## src/rtl/nicIrqPkg.sv

```systemverilog
package nicIrqPkg;
  localparam int NUM_BITS = 11;

  // status bit positions
  localparam int B_TXCP   = 1;
  localparam int B_RXCP   = 2;
  localparam int B_TXHI   = 3;
  localparam int B_TXLO   = 4;
  localparam int B_TXCS   = 5;
  localparam int B_RXLOW  = 6;
  localparam int B_RXTMO  = 7;
  localparam int B_RXQ1   = 8;
  localparam int B_RXQ2   = 9;
  localparam int B_EARLY  = 10;

  localparam logic [3:0] DESC_TAG_OK   = 4'b1011;
  localparam logic [7:0] RXCP_IRQ_ADDR = 8'h0E;
  localparam logic [7:0] TXCP_IRQ_ADDR = 8'h0F;

  typedef struct packed {
    logic                earlyClr;
    logic                rdClr;
    logic                w1c;
    logic                maskWr;
    logic [NUM_BITS-1:0] setVec;
  } ctrlStrobes_t;
endpackage

```

## src/rtl/nicIrqWatchdog.sv

```systemverilog
module nicIrqWatchdog #(
  parameter int TIMEOUT = 16
) (
  input  logic clk,
  input  logic rstN,
  input  logic req,
  input  logic ack,
  output logic expired
);
  localparam int CW = ($clog2(TIMEOUT) < 1) ? 1 : $clog2(TIMEOUT);
  localparam logic [CW-1:0] LAST = CW'(TIMEOUT - 1);

  logic          active;
  logic [CW-1:0] cnt;

  always_ff @(posedge clk or negedge rstN) begin
    if (!rstN) begin
      active <= 1'b0;
      cnt    <= '0;
    end else if (req) begin
      active <= 1'b1;
      cnt    <= '0;
    end else if (active) begin
      if (ack || cnt == LAST) active <= 1'b0;
      else                    cnt    <= cnt + 1'b1;
    end
  end

  assign expired = active && !req && !ack && (cnt == LAST);
endmodule

```

## src/rtl/nicIrqCtrl.sv

```systemverilog
module nicIrqCtrl
  import nicIrqPkg::*;
#(
  parameter int BYTE_CW = 16,
  parameter int BEAT_W  = 8,
  parameter int IDX_W   = 4,
  parameter int TIMEOUT = 16,
  parameter int CP_AW   = 8
) (
  input  logic               clk,
  input  logic               rstN,
  input  logic               regRd,
  input  logic               regWr,
  input  logic               regSel,
  input  logic               rxBeatValid,
  input  logic [BEAT_W-1:0]  rxBeatBytes,
  input  logic [BYTE_CW-1:0] earlyThresh,
  input  logic               rxQ1Done,
  input  logic               rxQ2Done,
  input  logic               rxCsumReq,
  input  logic               rxCsumAck,
  input  logic               txCsumReq,
  input  logic               txCsumAck,
  input  logic               txCsumFail,
  input  logic               rxQ2Fetch,
  input  logic [IDX_W-1:0]   rxQ2Prod,
  input  logic [IDX_W-1:0]   rxQ2Cons,
  input  logic [IDX_W-1:0]   rxQ2LowThresh,
  input  logic               txDescValid,
  input  logic               txDescHiPri,
  input  logic [3:0]         txDescId,
  input  logic               rxCpWr,
  input  logic [CP_AW-1:0]   rxCpAddr,
  input  logic               txCpWr,
  input  logic [CP_AW-1:0]   txCpAddr,
  output ctrlStrobes_t       strb
);
  localparam int SUM_W = BYTE_CW + 1;

  // per-frame byte accumulator
  logic [BYTE_CW-1:0] byteCnt;
  logic [SUM_W-1:0]   byteSum;
  logic [BYTE_CW-1:0] byteNext;
  logic               earlyHit;

  assign byteSum  = {1'b0, byteCnt} + SUM_W'(rxBeatBytes);
  assign byteNext = byteSum[BYTE_CW] ? '1 : byteSum[BYTE_CW-1:0];
  assign earlyHit = rxBeatValid && !rxQ1Done && (earlyThresh != '0) &&
                    (byteCnt < earlyThresh) && (byteNext >= earlyThresh);

  always_ff @(posedge clk or negedge rstN) begin
    if (!rstN)            byteCnt <= '0;
    else if (rxQ1Done)    byteCnt <= '0;
    else if (rxBeatValid) byteCnt <= byteNext;
  end

  // coprocessor response watchdogs
  logic [1:0] wdReq, wdAck, wdExp;
  assign wdReq = {txCsumReq, rxCsumReq};
  assign wdAck = {txCsumAck, rxCsumAck};

  for (genvar g = 0; g < 2; g++) begin : g_wd
    nicIrqWatchdog #(.TIMEOUT(TIMEOUT)) wd_i (
      .clk    (clk),
      .rstN   (rstN),
      .req    (wdReq[g]),
      .ack    (wdAck[g]),
      .expired(wdExp[g])
    );
  end

  // ring 2 free-slot check
  logic [IDX_W-1:0] availCnt;
  logic             lowHit;
  assign availCnt = rxQ2Prod - rxQ2Cons;
  assign lowHit   = rxQ2Fetch && (availCnt < rxQ2LowThresh);

  // descriptor tag check
  logic tagBad;
  assign tagBad = txDescValid && (txDescId != DESC_TAG_OK);

  always_comb begin
    strb                 = '0;
    strb.setVec[B_EARLY] = earlyHit;
    strb.setVec[B_RXQ2]  = rxQ2Done;
    strb.setVec[B_RXQ1]  = rxQ1Done;
    strb.setVec[B_RXTMO] = wdExp[0];
    strb.setVec[B_RXLOW] = lowHit;
    strb.setVec[B_TXCS]  = wdExp[1] || (txCsumAck && txCsumFail);
    strb.setVec[B_TXLO]  = tagBad && !txDescHiPri;
    strb.setVec[B_TXHI]  = tagBad && txDescHiPri;
    strb.setVec[B_RXCP]  = rxCpWr && (rxCpAddr == CP_AW'(RXCP_IRQ_ADDR));
    strb.setVec[B_TXCP]  = txCpWr && (txCpAddr == CP_AW'(TXCP_IRQ_ADDR));
    strb.earlyClr        = rxQ1Done;
    strb.rdClr           = regRd && !regSel;
    strb.w1c             = regWr && !regSel;
    strb.maskWr          = regWr && regSel;
  end
endmodule

```

## src/rtl/nicIrqDatapath.sv

```systemverilog
module nicIrqDatapath
  import nicIrqPkg::*;
(
  input  logic                clk,
  input  logic                rstN,
  input  ctrlStrobes_t        strb,
  input  logic                regSel,
  input  logic [NUM_BITS-1:0] regWdata,
  output logic [NUM_BITS-1:0] regRdata,
  output logic                irqOut,
  output logic [NUM_BITS-1:0] stsQ,
  output logic [NUM_BITS-1:0] maskQ
);
  localparam logic [NUM_BITS-1:0] STORE_MASK = {{(NUM_BITS-1){1'b1}}, 1'b0};

  logic [NUM_BITS-1:0] clrVec;

  always_comb begin
    clrVec = '0;
    if (strb.rdClr)    clrVec = '1;
    if (strb.w1c)      clrVec = clrVec | regWdata;
    if (strb.earlyClr) clrVec[B_EARLY] = 1'b1;
  end

  always_ff @(posedge clk or negedge rstN) begin
    if (!rstN) begin
      stsQ  <= '0;
      maskQ <= '0;
    end else begin
      stsQ <= ((stsQ & ~clrVec) | strb.setVec) & STORE_MASK;
      if (strb.maskWr) maskQ <= regWdata & STORE_MASK;
    end
  end

  assign irqOut   = |(stsQ & maskQ);
  assign regRdata = regSel ? maskQ : (stsQ | NUM_BITS'(irqOut));
endmodule

```

## src/rtl/nicIrqStatus.sv

```systemverilog
module nicIrqStatus
  import nicIrqPkg::*;
#(
  parameter int BYTE_CW = 16,
  parameter int BEAT_W  = 8,
  parameter int IDX_W   = 4,
  parameter int TIMEOUT = 16,
  parameter int CP_AW   = 8
) (
  input  logic               clk,
  input  logic               rstN,
  input  logic               regRd,
  input  logic               regWr,
  input  logic               regSel,
  input  logic [10:0]        regWdata,
  output logic [10:0]        regRdata,
  output logic               irqOut,
  input  logic               rxBeatValid,
  input  logic [BEAT_W-1:0]  rxBeatBytes,
  input  logic [BYTE_CW-1:0] earlyThresh,
  input  logic               rxQ1Done,
  input  logic               rxQ2Done,
  input  logic               rxCsumReq,
  input  logic               rxCsumAck,
  input  logic               txCsumReq,
  input  logic               txCsumAck,
  input  logic               txCsumFail,
  input  logic               rxQ2Fetch,
  input  logic [IDX_W-1:0]   rxQ2Prod,
  input  logic [IDX_W-1:0]   rxQ2Cons,
  input  logic [IDX_W-1:0]   rxQ2LowThresh,
  input  logic               txDescValid,
  input  logic               txDescHiPri,
  input  logic [3:0]         txDescId,
  input  logic               rxCpWr,
  input  logic [CP_AW-1:0]   rxCpAddr,
  input  logic               txCpWr,
  input  logic [CP_AW-1:0]   txCpAddr
);
  ctrlStrobes_t        strb;
  logic [NUM_BITS-1:0] stsView;
  logic [NUM_BITS-1:0] maskView;

  nicIrqCtrl #(
    .BYTE_CW(BYTE_CW), .BEAT_W(BEAT_W), .IDX_W(IDX_W),
    .TIMEOUT(TIMEOUT), .CP_AW(CP_AW)
  ) ctrl_i (
    .clk(clk), .rstN(rstN),
    .regRd(regRd), .regWr(regWr), .regSel(regSel),
    .rxBeatValid(rxBeatValid), .rxBeatBytes(rxBeatBytes), .earlyThresh(earlyThresh),
    .rxQ1Done(rxQ1Done), .rxQ2Done(rxQ2Done),
    .rxCsumReq(rxCsumReq), .rxCsumAck(rxCsumAck),
    .txCsumReq(txCsumReq), .txCsumAck(txCsumAck), .txCsumFail(txCsumFail),
    .rxQ2Fetch(rxQ2Fetch), .rxQ2Prod(rxQ2Prod), .rxQ2Cons(rxQ2Cons),
    .rxQ2LowThresh(rxQ2LowThresh),
    .txDescValid(txDescValid), .txDescHiPri(txDescHiPri), .txDescId(txDescId),
    .rxCpWr(rxCpWr), .rxCpAddr(rxCpAddr), .txCpWr(txCpWr), .txCpAddr(txCpAddr),
    .strb(strb)
  );

  nicIrqDatapath dp_i (
    .clk(clk), .rstN(rstN), .strb(strb),
    .regSel(regSel), .regWdata(regWdata),
    .regRdata(regRdata), .irqOut(irqOut),
    .stsQ(stsView), .maskQ(maskView)
  );
endmodule

```

## config.mk

```make
export PLATFORM = sky130hd
export DESIGN_NAME = nicIrqStatus
export DESIGN_NICKNAME = d
export VERILOG_FILES = /design/src/rtl/nicIrqPkg.sv /design/src/rtl/nicIrqWatchdog.sv /design/src/rtl/nicIrqCtrl.sv /design/src/rtl/nicIrqDatapath.sv /design/src/rtl/nicIrqStatus.sv
export SDC_FILE = /design/constraint.sdc
export NUM_CORES = 1
export LEC_CHECK = 0
export ABC_CLOCK_PERIOD_IN_PS = 3400
export BUFFER_PORTS_ARGS = -buffer_cell sky130_fd_sc_hd__buf_2
export CORE_MARGIN = 2
export CORE_UTILIZATION = 33
export CTS_CLUSTER_DIAMETER = 150
export DETAILED_ROUTE_END_ITERATION = 10
export SLEW_MARGIN = 15
export SYNTH_ARGS = -nofsm -noshare
export SYNTH_HDL_FRONTEND = slang
export SYNTH_SLANG_ARGS = --single-unit
```

## constraint.sdc

```tcl
create_clock -name clk -period 3.4 [get_ports clk]
set_clock_uncertainty 0.1 [all_clocks]
set_input_delay 0.17 -clock clk [delete_from_list [all_inputs] [get_ports clk]]
set_output_delay 0.17 -clock clk [all_outputs]
set_load 0.05 [all_outputs]
```

==> results of run 1 <==
[layout make-up]
class | instances | area (um2) | area share
clock inverters | 2 | 37.5 | 0.00796
well taps | 143 | 179 | 0.0379
clock buffers | 6 | 129 | 0.0273
inverters | 25 | 93.8 | 0.0199
multi-input cells | 333 | 2530 | 0.536
flip-flops and latches | 46 | 1150 | 0.244
repair buffers | 108 | 601 | 0.127
[worst paths after layout]
kind / startpoint / endpoint
min: txCsumReq / ctrl_i.g_wd[1].wd_i.cnt[1]
max: ctrl_i.byteCnt[0] / dp_i.stsQ[10]
max reg2reg: ctrl_i.byteCnt[0] / dp_i.stsQ[10]
max in group asynchronous: rstN / ctrl_i.byteCnt[1]
min reg2reg: dp_i.maskQ[1] / dp_i.maskQ[1]
min in group asynchronous: rstN / dp_i.stsQ[2]
[cell families after synthesis]
logic type	after synthesis	share of synthesized area
compound gates	107	0.185
flops	46	0.303
mux	24	0.0708
simple gates	139	0.202
buf+inv	38	0.0418
fa+ha+maj	49	0.165
xor+xnor	14	0.0323
[state kept, by name (all words and copies together) (netlist names)]
signal and count:
dp_i.stsQ 10, dp_i.maskQ 10, ctrl_i.g_wd.wd_i.cnt 8, ctrl_i.byteCnt 16, ctrl_i.g_wd.wd_i.active 2
[stage by stage]
step,hold WS (ns),std cells,utilization,power (uW)
floorplan,-0.226,417,-,1050
global placement,0.260,647,0.392,1210
detailed placement,0.262,647,0.392,1230
CTS,0.00664,659,0.412,1820
global route,0.0290,663,0.417,1920
finish,0.0145,663,0.417,1810
[repair_timing]
| item | 4_1_cts | 5_1_grt |
|---|---|---|
| endpoints found under the setup margin | 1 | 1 |
| hold endpoints to repair | 4 | 46 |
| setup buffers | 0 | 3 |
| cloned | 0 | 0 |
| resized for setup | 3 | 5 |
| hold buffers | 4 | 1 |
| pin swaps | 1 | 6 |
[placed cells by master (no fill, tap or decap), types with 3 or more instances in the layout]
cell	instances
a211oi_1	3
a21o_1	7
a21oi_1	35
a22oi_1	4
a311oi_1	3
a31oi_1	5
buf_2	94
buf_4	8
clkbuf_16	5
dfrtp_1	46
dlygate4sd3_1	5
ha_1	46
inv_1	25
mux2_2	23
nand2_1	27
nand2b_1	8
nand3_1	14
nand3b_1	3
nand4_1	10
nor2_1	21
nor2b_1	10
nor3_1	11
nor4_1	8
nor4b_1	3
o21a_1	6
o21ai_0	22
o31ai_1	6
or2_1	3
or3_1	3
or4_1	3
xnor2_1	10
xor2_1	4
[layer usage]
layer	vias to the layer above	GRT usage
li1	1757	-
met1	1660	0.221
met5	-	0
met3	13	0.0301
met4	0	0.0519
met2	119	0.284
[critical path: cells and delay by family (launching register included)]
family	cells	cell delay [ns]
adders and majority gates	3	0.80
AOI/OAI and AO/OA	7	1.45
and+or+nand+nor	2	0.30
DFF	1	0.40
buffers and inverters	1	0.14
[report_power, final]
| group | switching [uW] | total [uW] | leakage, uW | internal, uW |
|---|---|---|---|---|
| Clock | 220 | 568 | 0.0000771 | 348 |
| Sequential | 37.6 | 629 | 0.000586 | 592 |
| Combinational | 354 | 608 | 0.00159 | 255 |
| Total | 612 | 1810 | 0.00226 | 1190 |
==> flow_summary.yaml, run 1 <==
worst_hold_path:
  holdPathStages: 2
  hp-class: "input pin to flip-flop"
worst_setup_path:
  reg2reg_depth: 13
  reg2reg_slack_ns: 0.07
  crit_required_ns: 3.46
  crit_fanout: 7
  cp.arrival_ns: 3.39
  crit_path_start_kind: "flip-flop"
  slowest_delay_ns: 0.40
  slowest_stage: "dfrtp_1"
  path_cells: "ha_2, fa_2, a21o_1, a221o_1, a21o_4, buf_4, nor2_2, ha_1, nor3b_1, o21a_1, o311ai_2, a211oi_1, o31ai_1"
  endpoint_kind: "flip-flop"
  path_class: "flip-flop to flip-flop"
floorplanning:
  ios: 97
  num_rows: 39
  start_util: 0.336
  fp.dieW_um: 111
  die-area_mm2: 0.0124
  core-area_mm2: 0.0113
  die_y_um: 111
global_route:
  grt_pass1_vias: 3616
  antenna_found_initial: 0
  grt_overflow: 0
  grt_max_degree: 47
  gr-usage-all-layers: 0.169
  grt_pass1_wl_um: 17200
logic_synthesis:
  ys_warn_count: 0
  synth_ff_type: "dfrtp_1"
  synth_area_mm2: 0.00380
  ys_top_cells_by_count: "47 x ha_1, 46 x dfrtp_1, 36 x a21oi_1"
  synth_edf_count: 0
  ys_seq_area_frac: 0.303
  syn_avg_cell_area_um2: 9.11
  yosysTopAreaCell: "dfrtp_1"
  synth_top_cell_area_share: 0.303
  syn_inst: 417
  synth_seq_cells: 46
  yosys-top-cells-area: "dfrtp_1 30%, ha_1 15%, mux2_2 6.8%"
  syn_nets: 551
  synth_cell_types: 58
  synth_most_common_cell: "ha_1"
  async_flop_share: 1.00
drt:
  drt-pass1-iter-count: 6
  routed.top_layer: "met4"
  via_per_inst: 5.35
  antenna_left: 0
  drt-wirelength-per-cell_um: 15.5
  drt_iter0_drc: 125
  drc: 0
  wl_met1_um: 4740
  route.met2.wl_um: 4690
  vias: 3549
  route.met3.wl_um: 702
  drt-total-wl_um: 10300
placement:
  dpl_cell_area_mm2: 0.00444
  portBuffers: 95
  place_hpwl_um: 7770
  gp_congestion: 0.870
  pre_cts_ws_ns: -0.0325
sta:
  setup_violations: 0
  worstMarginPinSlew_ns: 0.631
  rsz0062_at_grt: "true"
  tns_ns: 0
  slew_violations: 0
  fin_crit_sh: 0.980
  period_needed_ns: 3.33
  final_hold_viol_count: 0
  max_freq_mhz: 300
  slew_headroom: 0.579
  setup_slack_ns: 0.0686
power_and_ir_drop:
  ir_drop_uv: 240
  p_leak_uw: 0.00226
  p_per_area_mw_per_mm2: 383
clock_tree:
  ctsRootBufferMaster: "clkbuf_16"
  cts_tree: "built"
  clk-insertion-delay-late_ns: 0.29
  h-tree-depth: 2
  cts.sinks: 46
  clk_pin_slew_ns: 0.07
  clk_path_buf_depth: 2
  numCtsBuffers: 5
run:
  cap_violations: 0
layout:
  area_growth_pct: 24.2
  fin_area_mm2: 0.00472
  fillers: 1156
  drive_gt1_frac: 0.290
  nNetsFinal: 653
  antennaDiodeCount: 0
outcome:
  status: "finished, final reports clean"
No activity file was read; power rests on OpenSTA's default activity.
==> run 2: changes to the inputs <==
RECOVER_POWER = 25   (was unset)
==> run 2 against run 1 <==
Net effect:
- largest cell class unchanged
- critical endpoint unchanged
- combinational power barely moved
- sequential power hardly changed
- largest power group unchanged
- critical path type unchanged
- global-route usage stayed put
- final area about the same
- via count did not move
- first-iteration DRC count unchanged
- total power is essentially flat
- worst setup slack about the same
- die area did not move
- non-clock buffer count did not move
- core utilization is essentially flat
- routed wire length is essentially flat
==> flow_summary.yaml, run 2 (synthesis gave the netlist of run 1 again) <==
sta:
  period_needed_ns: 3.33
  tns_ns: 0
  max_freq_mhz: 300
  slew_violations: 0
  rsz0062_at_grt: "true"
  slew_headroom: 0.179
  fin_crit_sh: 0.980
  worstMarginPinSlew_ns: 1.23
  setup_violations: 0
  final_hold_viol_count: 0
drt:
  via_per_inst: 5.35
  drt_iter0_drc: 125
  drc: 0
  drt-pass1-iter-count: 6
  vias: 3549
  drt-total-wl_um: 10300
  antenna_left: 0
  drt-wirelength-per-cell_um: 15.5
layout:
  regArea_mm2: 0.00115
  drive_gt1_frac: 0.290
  largest_register: "ctrl_i.byteCnt"
  fin_util: 0.417
  layout_commonest_cell: "buf_2"
  reg_top3: "ctrl_i.byteCnt x16, dp_i.maskQ x10, dp_i.stsQ x10"
  fillers: 1156
  multiInputGateArea_mm2: 0.00253
  nNetsFinal: 653
  layout_common_cells: "93 x buf_2, 46 x ha_1, 46 x dfrtp_1"
  area_growth_pct: 24.1
  antennaDiodeCount: 0
  largest_reg_flops: 16
floorplanning:
  fp.dieW_um: 111
  die-area_mm2: 0.0124
  core-area_mm2: 0.0113
  ios: 97
  die_y_um: 111
  start_util: 0.336
  num_rows: 39
global_route:
  antenna_found_initial: 0
  use_met3: 0.0301
  grt_pass1_vias: 3616
  grtUsageMet2: 0.284
  grt_pass1_wl_um: 17200
  met1_usage: 0.221
  grt_max_degree: 47
  gr-usage-all-layers: 0.169
  globalRoute.busiestLayer: "met2"
  grt_overflow: 0
worst_setup_path:
  crit_buf_inv: 1
  r2r-start: "ctrl_i.byteCnt[0]"
  cp-startpoint: "ctrl_i.byteCnt[0]"
  endpoint_kind: "flip-flop"
  path_class: "flip-flop to flip-flop"
  r2r_end: "dp_i.stsQ[10]"
  endpoint: "dp_i.stsQ[10]"
  crit_fanout: 7
  reg2reg_slack_ns: 0.07
  reg2reg_depth: 13
  slowest_delay_ns: 0.40
  cp.arrival_ns: 3.39
  crit_path_start_kind: "flip-flop"
  critPathTopFamily: "compound AO/OA/AOI/OAI gates"
  cp.depth: 13
  path_cells: "ha_2, fa_2, a21o_1, a221o_1, a21o_4, buf_4, nor2_2, ha_1, nor3b_1, o21a_1, o311ai_2, a211oi_1, o31ai_1"
  crit_required_ns: 3.46
  slowest_stage: "dfrtp_1"
clock_tree:
  h-tree-depth: 2
  clk_path_buf_depth: 2
  cts_tree: "built"
  clk-insertion-delay-late_ns: 0.29
  cts.sinks: 46
  ctsRootBufferMaster: "clkbuf_16"
  clk_pin_slew_ns: 0.07
  numCtsBuffers: 5
placement:
  gp_congestion: 0.870
  portBuffers: 95
  place_hpwl_um: 7770
power_and_ir_drop:
  p_leak_uw: 0.00225
  p_per_area_mw_per_mm2: 383
  ir_drop_uv: 240
run:
  cap_violations: 0
worst_hold_path:
  hp-class: "input pin to flip-flop"
outcome:
  status: "finished, final reports clean"
[run 2: cell count changes in the layout (fill, tap and decap cells not counted), sizes merged]
cell / previous run / this run
buf: 103 / 101
clkbuf: 6 / 8
[run 2: timing repair]
item,in CTS,in global routing
endpoints found under the hold margin,4,46
setup endpoints to repair,1,1
gates resized for setup,3,5
pin swaps,1,6
cloned,0,0
hold buffers,4,1
buffers inserted,0,3
[run 2: per-stage QoR]
| step | cells | power (uW) | cell area, um2 | hold slack (ns) | setup slack [ns] |
|---|---|---|---|---|---|
| 3_3_place_gp | 647 | 1210 | 4440 | 0.260 | 0.0821 |
| 6_report | 663 | 1810 | 4720 | 0.0145 | 0.0686 |
| 5_1_grt | 663 | 1920 | 4720 | 0.0290 | -0.128 |
| 2_1_floorplan | 417 | 1050 | 3800 | -0.226 | 0.158 |
| 4_1_cts | 659 | 1820 | 4660 | 0.00664 | 0.00832 |
| 3_5_place_dp | 647 | 1230 | 4440 | 0.262 | -0.0325 |
[run 2: worst min path at each step]
stage / to / startpoint / depth (start not counted) / slack, ns
global route: dp_i.stsQ[5] / txCsumFail / 3 / 0.03
CTS: ctrl_i.g_wd[1].wd_i.cnt[1] / txCsumReq / 2 / 0.007
floorplan: ctrl_i.byteCnt[0] / rstN / 0 / -0.23
finish: ctrl_i.g_wd[1].wd_i.cnt[1] / txCsumReq / 2 / 0.01
global placement: dp_i.stsQ[2] / rxCpAddr[0] / 2 / 0.26
detailed placement: dp_i.stsQ[2] / rxCpAddr[0] / 2 / 0.26
[run 2: layer usage]
metal	wire (um)	vias to the layer above
met4	148	0
met2	4690	119
met3	702	13
met5	0	-
li1	-	1757
met1	4740	1660
[run 2: layout make-up]
cell class | instances | share of cell area
Tap cell | 143 | 0.0379
Inverter | 25 | 0.0199
Sequential cell | 46 | 0.244
Multi-Input combinational cell | 333 | 0.536
Clock buffer | 6 | 0.0273
Clock inverter | 2 | 0.00796
Timing Repair Buffer | 108 | 0.127
[run 2: power by group]
part	switching [uW]	internal (uW)	total, uW
Sequential	37.6	592	629
Combinational	354	254	608
Clock	220	348	568
